## src/rtl/fh_sched_pkg.sv

```systemverilog
package fh_sched_pkg;

    localparam int PLL_CNT = 2;

    typedef enum logic [1:0] {
        ST_IDLE  = 2'd0,
        ST_TUNE  = 2'd1,
        ST_TRANS = 2'd2,
        ST_DWELL = 2'd3
    } fh_state_e;

endpackage

```

## src/rtl/fh_frame_timer.sv

```systemverilog
module fh_frame_timer #(
    parameter int CNT_W = 16
) (
    input  logic             clk,
    input  logic             rst_n,
    input  logic             load,
    input  logic [CNT_W-1:0] load_val,
    output logic             expired
);

    typedef struct packed {
        logic [CNT_W-1:0] cnt;
    } tmr_t;

    tmr_t tmr_d, tmr_q;

    always_comb begin
        tmr_d = tmr_q;
        if (load) begin
            tmr_d.cnt = load_val;
        end else if (tmr_q.cnt != '0) begin
            tmr_d.cnt = tmr_q.cnt - 1'b1;
        end
    end

    always_ff @(posedge clk or negedge rst_n) begin
        if (!rst_n) begin
            tmr_q <= '0;
        end else begin
            tmr_q <= tmr_d;
        end
    end

    assign expired = (tmr_q.cnt == '0);


    count_down_chk: assert property (@(posedge clk) disable iff (!rst_n)
        (!load && tmr_q.cnt != '0) |=> (tmr_q.cnt == $past(tmr_q.cnt) - 1'b1));

endmodule

```

## src/rtl/fh_tune_issue.sv

```systemverilog
module fh_tune_issue
    import fh_sched_pkg::*;
#(
    parameter int FREQ_W = 24
) (
    input  logic                            clk,
    input  logic                            rst_n,
    input  logic                            issue,
    input  logic                            target,
    input  logic [FREQ_W-1:0]               word,
    output logic [PLL_CNT-1:0]              tune_start,
    output logic [PLL_CNT-1:0][FREQ_W-1:0]  tune_word
);

    typedef struct packed {
        logic              strobe;
        logic [FREQ_W-1:0] word;
    } lane_t;

    for (genvar g = 0; g < PLL_CNT; g++) begin : g_lane
        lane_t lane_d, lane_q;
        logic  hit;

        assign hit = issue && (int'(target) == g);

        always_comb begin
            lane_d        = lane_q;
            lane_d.strobe = hit;
            if (hit) begin
                lane_d.word = word;
            end
        end

        always_ff @(posedge clk or negedge rst_n) begin
            if (!rst_n) begin
                lane_q <= '0;
            end else begin
                lane_q <= lane_d;
            end
        end

        assign tune_start[g] = lane_q.strobe;
        assign tune_word[g]  = lane_q.word;


        strobe_pulse_chk: assert property (@(posedge clk) disable iff (!rst_n)
            tune_start[g] |=> !tune_start[g]);


        word_hold_chk: assert property (@(posedge clk) disable iff (!rst_n)
            !tune_start[g] |-> $stable(tune_word[g]));
    end


    single_strobe_chk: assert property (@(posedge clk) disable iff (!rst_n)
        $onehot0(tune_start));

endmodule

```

## src/rtl/fh_pingpong_sched.sv

```systemverilog
module fh_pingpong_sched
    import fh_sched_pkg::*;
#(
    parameter int CNT_W  = 16,
    parameter int FREQ_W = 24
) (
    input  logic                            clk,
    input  logic                            rst_n,
    input  logic                            enable,
    input  logic [CNT_W-1:0]                trans_len,
    input  logic [CNT_W-1:0]                dwell_len,
    input  logic [CNT_W-1:0]                retune_time,
    input  logic                            freq_valid,
    input  logic [FREQ_W-1:0]               freq_word,
    output logic                            freq_ready,
    input  logic [PLL_CNT-1:0]              pll_lock,
    output logic [PLL_CNT-1:0]              tune_start,
    output logic [PLL_CNT-1:0][FREQ_W-1:0]  tune_word,
    output logic                            active_sel,
    output logic                            dwell_valid,
    output logic                            late_lock_err,
    output logic                            mux_mode
);

    typedef struct packed {
        fh_state_e        state;
        logic             mux;
        logic             pre;
        logic             second;
        logic             sel;
        logic             dv;
        logic             err;
        logic [CNT_W-1:0] tl;
        logic [CNT_W-1:0] dl;
    } ctl_t;

    ctl_t             ctl_d, ctl_q;
    logic             accept;
    logic             issue;
    logic             target;
    logic             tmr_load;
    logic [CNT_W-1:0] tmr_val;
    logic             tmr_expired;
    logic             next_sel;

    function automatic logic [CNT_W-1:0] len_minus_one(input logic [CNT_W-1:0] len);
        return (len == '0) ? '0 : len - 1'b1;
    endfunction

    assign freq_ready = (ctl_q.state == ST_TUNE) && enable;
    assign accept     = freq_ready && freq_valid;
    assign next_sel   = (ctl_q.pre || !ctl_q.mux) ? ctl_q.sel : ~ctl_q.sel;

    always_comb begin
        ctl_d    = ctl_q;
        issue    = 1'b0;
        target   = 1'b0;
        tmr_load = 1'b0;
        tmr_val  = '0;
        if (!enable) begin
            ctl_d.state = ST_IDLE;
            ctl_d.dv    = 1'b0;
        end else begin
            unique case (ctl_q.state)
                ST_IDLE: begin
                    ctl_d.mux    = (trans_len < retune_time);
                    ctl_d.tl     = trans_len;
                    ctl_d.dl     = dwell_len;
                    ctl_d.err    = 1'b0;
                    ctl_d.sel    = 1'b0;
                    ctl_d.pre    = 1'b1;
                    ctl_d.second = 1'b0;
                    ctl_d.dv     = 1'b0;
                    ctl_d.state  = ST_TUNE;
                end
                ST_TUNE: begin
                    if (accept) begin
                        issue  = 1'b1;
                        target = ctl_q.pre ? ctl_q.second
                                           : (ctl_q.mux ? ctl_q.sel : 1'b0);
                        if (ctl_q.mux && ctl_q.pre && !ctl_q.second) begin
                            ctl_d.second = 1'b1;
                        end else begin
                            ctl_d.state = ST_TRANS;
                            tmr_load    = 1'b1;
                            tmr_val     = len_minus_one(ctl_q.tl);
                        end
                    end
                end
                ST_TRANS: begin
                    if (tmr_expired) begin
                        ctl_d.sel   = next_sel;
                        ctl_d.dv    = pll_lock[next_sel];
                        ctl_d.err   = ctl_q.err | ~pll_lock[next_sel];
                        ctl_d.pre   = 1'b0;
                        ctl_d.state = ST_DWELL;
                        tmr_load    = 1'b1;
                        tmr_val     = len_minus_one(ctl_q.dl);
                    end
                end
                ST_DWELL: begin
                    if (tmr_expired) begin
                        ctl_d.dv    = 1'b0;
                        ctl_d.state = ST_TUNE;
                    end
                end
                default: ctl_d.state = ST_IDLE;
            endcase
        end
    end

    always_ff @(posedge clk or negedge rst_n) begin
        if (!rst_n) begin
            ctl_q <= '0;
        end else begin
            ctl_q <= ctl_d;
        end
    end

    fh_frame_timer #(.CNT_W(CNT_W)) u_timer (
        .clk      (clk),
        .rst_n    (rst_n),
        .load     (tmr_load),
        .load_val (tmr_val),
        .expired  (tmr_expired)
    );

    fh_tune_issue #(.FREQ_W(FREQ_W)) u_issue (
        .clk        (clk),
        .rst_n      (rst_n),
        .issue      (issue),
        .target     (target),
        .word       (freq_word),
        .tune_start (tune_start),
        .tune_word  (tune_word)
    );

    assign active_sel    = ctl_q.sel;
    assign dwell_valid   = ctl_q.dv;
    assign late_lock_err = ctl_q.err;
    assign mux_mode      = ctl_q.mux;


    retune_sel_chk: assert property (@(posedge clk) disable iff (!rst_n)
        !mux_mode |-> !active_sel);


    dwell_lock_chk: assert property (@(posedge clk) disable iff (!rst_n)
        $rose(dwell_valid) |-> (active_sel ? $past(pll_lock[1]) : $past(pll_lock[0])));


    err_sticky_chk: assert property (@(posedge clk) disable iff (!rst_n)
        (late_lock_err && ctl_q.state != ST_IDLE) |=> late_lock_err);


    ready_gate_chk: assert property (@(posedge clk) disable iff (!rst_n)
        freq_ready |-> enable);


    disable_idle_chk: assert property (@(posedge clk) disable iff (!rst_n)
        !enable |=> (!dwell_valid && !freq_ready));


    strobe_follows_accept_chk: assert property (@(posedge clk) disable iff (!rst_n)
        (tune_start != '0) |-> $past(accept));

endmodule

```

## config.mk

```make
export PLATFORM = sky130hd
export DESIGN_NAME = fh_pingpong_sched
export DESIGN_NICKNAME = d
export VERILOG_FILES = /design/src/rtl/fh_sched_pkg.sv /design/src/rtl/fh_frame_timer.sv /design/src/rtl/fh_tune_issue.sv /design/src/rtl/fh_pingpong_sched.sv
export SDC_FILE = /design/constraint.sdc
export NUM_CORES = 1
export LEC_CHECK = 0
export ABC_AREA = 0
export BUFFER_PORTS_ARGS = -buffer_cell sky130_fd_sc_hd__buf_2
export CAP_MARGIN = 25
export CORE_MARGIN = 3
export CORE_UTILIZATION = 40
export CTS_CLUSTER_DIAMETER = 200
export DETAILED_ROUTE_END_ITERATION = 10
export HOLD_SLACK_MARGIN = 0.1
export PLACE_DENSITY_LB_ADDON = 0.15
export SYNTH_ARGS = -nofsm -noshare
export SYNTH_HDL_FRONTEND = slang
export SYNTH_SLANG_ARGS = --single-unit
```

## constraint.sdc

```tcl
create_clock -name clk -period 2.72 [get_ports clk]
set_input_delay 0.544 -clock clk [delete_from_list [all_inputs] [get_ports clk]]
set_output_delay 0.544 -clock clk [all_outputs]
set_load 0.005 [all_outputs]
```

==> flow_metrics.env <==
export IMPL_status="finished clean"
export IMPL_clockRootBuffer="clkbuf_16"
export IMPL_overflow=0
export IMPL_clk_pin_slew_ns=0.08
export IMPL_ios=133
export IMPL_min_path_type="primary input to asynchronous set/reset pin"
export IMPL_nets=735
export IMPL_preCtsSetupSlack_ns=0.07200
export IMPL_fin_skew_ns=0.008322
export IMPL_postCtsSetupRepairBufs=0
export IMPL_h_tree_depth=3
export IMPL_critical_path_class="flip-flop to flip-flop"
export IMPL_final_cell_area_um2=6918
export IMPL_synthMuxAreaShare_pct=18.93
export IMPL_syn_to_final_growth_pct=21.97
export IMPL_drcViolationCount=0
export IMPL_synth_area_leader_cell="dfrtp_1"
export IMPL_synth_area_um2=5672
export IMPL_yosys_area_share_adder_pct=5.074
export IMPL_antenna_left=0
export IMPL_required_ns=3.00
export IMPL_dpl_instance_area_um2=6585
export IMPL_synth_xor_area_share_pct=6.023
export IMPL_arrival_ns=2.81
export IMPL_reg2reg_from="u_timer.tmr_q[0]"
export IMPL_drive_gt1_share_pct=41.47
export IMPL_worst_slack_ns=0.1920
export IMPL_die_w_um=125.1
export IMPL_routed_wl_um=13510
export IMPL_core_um2=13560
export IMPL_vias=4306
export IMPL_fin_cells=815
export IMPL_path_max_fanout=15
export IMPL_fillCellCount=1235
export IMPL_fin_crit_sh_pct=92.94
export IMPL_utilization_pct=51.02
export IMPL_p_per_area_nw_per_um2=965.1
export IMPL_start_util_pct=41.83
export IMPL_crit_path_end_kind="flip-flop"
export IMPL_cts_tree="yes"
export IMPL_leakagePower_uw=0.003216
export IMPL_postSynthCellCount=494
export IMPL_yosys_area_share_simple_pct=11.58
export IMPL_synth_warning_count=0
export IMPL_synth_area_leaders="dfrtp_1, mux2_2, ha_1"
export IMPL_cts_path_max_buffers=2
export IMPL_place_congestion=0.9055
export IMPL_async_reset_ff_share_pct=100.0
export IMPL_clk_latency_ns=0.36
export IMPL_syn_num_nets=595
export IMPL_yosysSeqAreaShare_pct=46.77
export IMPL_hold_viol_final=0
export IMPL_grt_pass1_wl_um=22690
export IMPL_vias_per_cell=5.283
export IMPL_dieHeight_um=125.1
export IMPL_setup_viol=0
export IMPL_grt_use_total_pct=17.59
export IMPL_portBuffers=132
export IMPL_fmax_mhz=395.6
export IMPL_reg2reg_slack_ns=0.19
export IMPL_ff2ff_path_depth=9
export IMPL_grt_pass1_vias=4461
export IMPL_diodes=0
export IMPL_fin_tns_setup_ns=0
export IMPL_synth_distinct_cells=55
export IMPL_dieArea_um2=15640
export IMPL_ctsHoldBuffers=0
export IMPL_cts_buffers=9
export IMPL_synth_ff_latch_count=106
export IMPL_synth_edf_count=0
export IMPL_antenna_found_initial=0
export IMPL_placed_cells=797
export IMPL_fin_crit_ns=2.528
export IMPL_grt_start_max_net_pins=64
export IMPL_avgSynthCellArea_um2=11.48
export IMPL_rsz0062_at_grt="false"
export IMPL_synth_compound_area_share_pct=7.986
export IMPL_rows=42
export IMPL_cts_resized_gates=0
export IMPL_worstMarginPinSlew_ns=0.8381
export IMPL_final_max_slew_viol_count=0
export IMPL_rr_endpoint="u_timer.tmr_q[0]"
export IMPL_start_kind="flip-flop"
export IMPL_clock_sinks=106
export IMPL_ys_flop_type="dfrtp_1"
export IMPL_drv_cap=0
export IMPL_hpwl_um=10300
export IMPL_drt_iter0_markers=153
export IMPL_maxSlewHeadroom_pct=44.13
export IMPL_routedWlPerCell_um=16.58
export IMPL_synth_top_family_by_area="multiplexers"
export IMPL_power_ir_vdd_worst_mv=0.4160
export IMPL_synth_top_area_share_pct=46.77
export IMPL_firstDrtPassIters=4
worst max-delay path: stages (launching register included):
cell and delay [ns]:
dfrtp_1 0.38, inv_1 0.08, ha_1 0.22, or4b_2 0.65
nor4_4 0.23, buf_4 0.22, o311ai_2 0.12, buf_4 0.23
o32a_1 0.18, mux2i_1 0.13
power by group:
group / internal (uW) / switching (uW) / leakage (uW)
registers: 2240 / 637 / 0.00130
logic: 1340 / 1130 / 0.00177
clock network: 657 / 673 / 0.000146
layout by cell type (no fill, tap or decap), types with 6 or more instances in the layout:
cell type | synthesis | final
buf_4 | 1 | 16
dfrtp_1 | 106 | 106
o21ai_0 | 9 | 9
nand2_1 | 10 | 10
o22ai_1 | 16 | 16
nor2b_1 | 6 | 6
a21o_1 | 6 | 6
ha_1 | 23 | 23
a21oi_1 | 9 | 9
mux2_2 | 90 | 90
clkbuf_16 | 0 | 9
mux2i_1 | 6 | 6
xor2_1 | 23 | 23
nand4_1 | 11 | 11
nand3_1 | 8 | 8
xnor2_1 | 16 | 16
buf_2 | 3 | 131
inv_1 | 29 | 29
nor4_1 | 10 | 10
nor2_1 | 30 | 29
nor3_1 | 14 | 14
Yosys cell counts (4+ instances only):
library cell  instances
o22ai_1              16
nor4_1               10
nand3_1               8
o21ai_0               9
mux2i_1               6
a21oi_1               9
ha_1                 23
nor2b_1               6
clkbuf_1             14
mux2_2               90
xor2_1               23
nor3_1               14
o2bb2ai_1             4
nand4_1              11
or3_1                 5
inv_1                29
xnor2_1              16
dfrtp_1             106
nand2_1              10
nor2_1               30
a21o_1                6
kinds of logic (layout without fill, tap and decap cells):
logic type	Yosys count	in the layout
simple gates	116	116
flops	106	106
mux	96	96
compound gates	65	65
buf+inv	49	194
xor+xnor	39	39
fa+ha+maj	23	23
registers in the layout (all words and copies together), names as in the netlist:
signal and count:
u_timer.tmr_q 16, late_lock_err 1, dwell_valid 1, u_issue.tune_word 48, mux_mode 1, ctl_q 36
u_issue.tune_start 2, active_sel 1
stage by stage:
step / total power, uW / hold slack (ns)
2_1_floorplan: 4421 / 0.2484
4_1_cts: 6744 / 0.3207
3_3_place_gp: 5329 / 0.4821
5_1_grt: 7173 / 0.3548
6_report: 6676 / 0.2745
3_5_place_dp: 5396 / 0.4908
metal layers:
layer  share of wire (%)  GRT usage, %  up-vias
met3                 4.4         2.644       21
met2                  49         29.52       95
li1                    -             -     2073
met1                  45         23.28     2117
met5                   0             0        -
met4                 2.1         6.186        0
layout make-up:
cell class              instances  area, um^2  area share, %
clock buffers                   9       225.2          3.256
clock inverters                 7       80.08          1.158
inverters                      29       108.9          1.574
multi-input cells             339        2815          40.69
flip-flops and latches        106        2653          38.34
well taps                     176       220.2          3.183
repair buffers                149       815.8          11.79
worst max path at each step:
stage                startpoint           endpoint  slack (ns)  cells past startpoint
4_1_cts        u_timer.tmr_q[0]  u_timer.tmr_q[15]        0.04                      8
5_1_grt        u_timer.tmr_q[0]   u_timer.tmr_q[0]        0.05                      9
6_report       u_timer.tmr_q[0]   u_timer.tmr_q[0]        0.19                      9
2_1_floorplan  u_timer.tmr_q[0]  u_timer.tmr_q[10]        0.24                      8
3_3_place_gp   u_timer.tmr_q[0]  u_timer.tmr_q[15]        0.17                      8
3_5_place_dp   u_timer.tmr_q[0]  u_timer.tmr_q[15]        0.07                      8
Note: power is estimated with default switching activity, not from simulation.
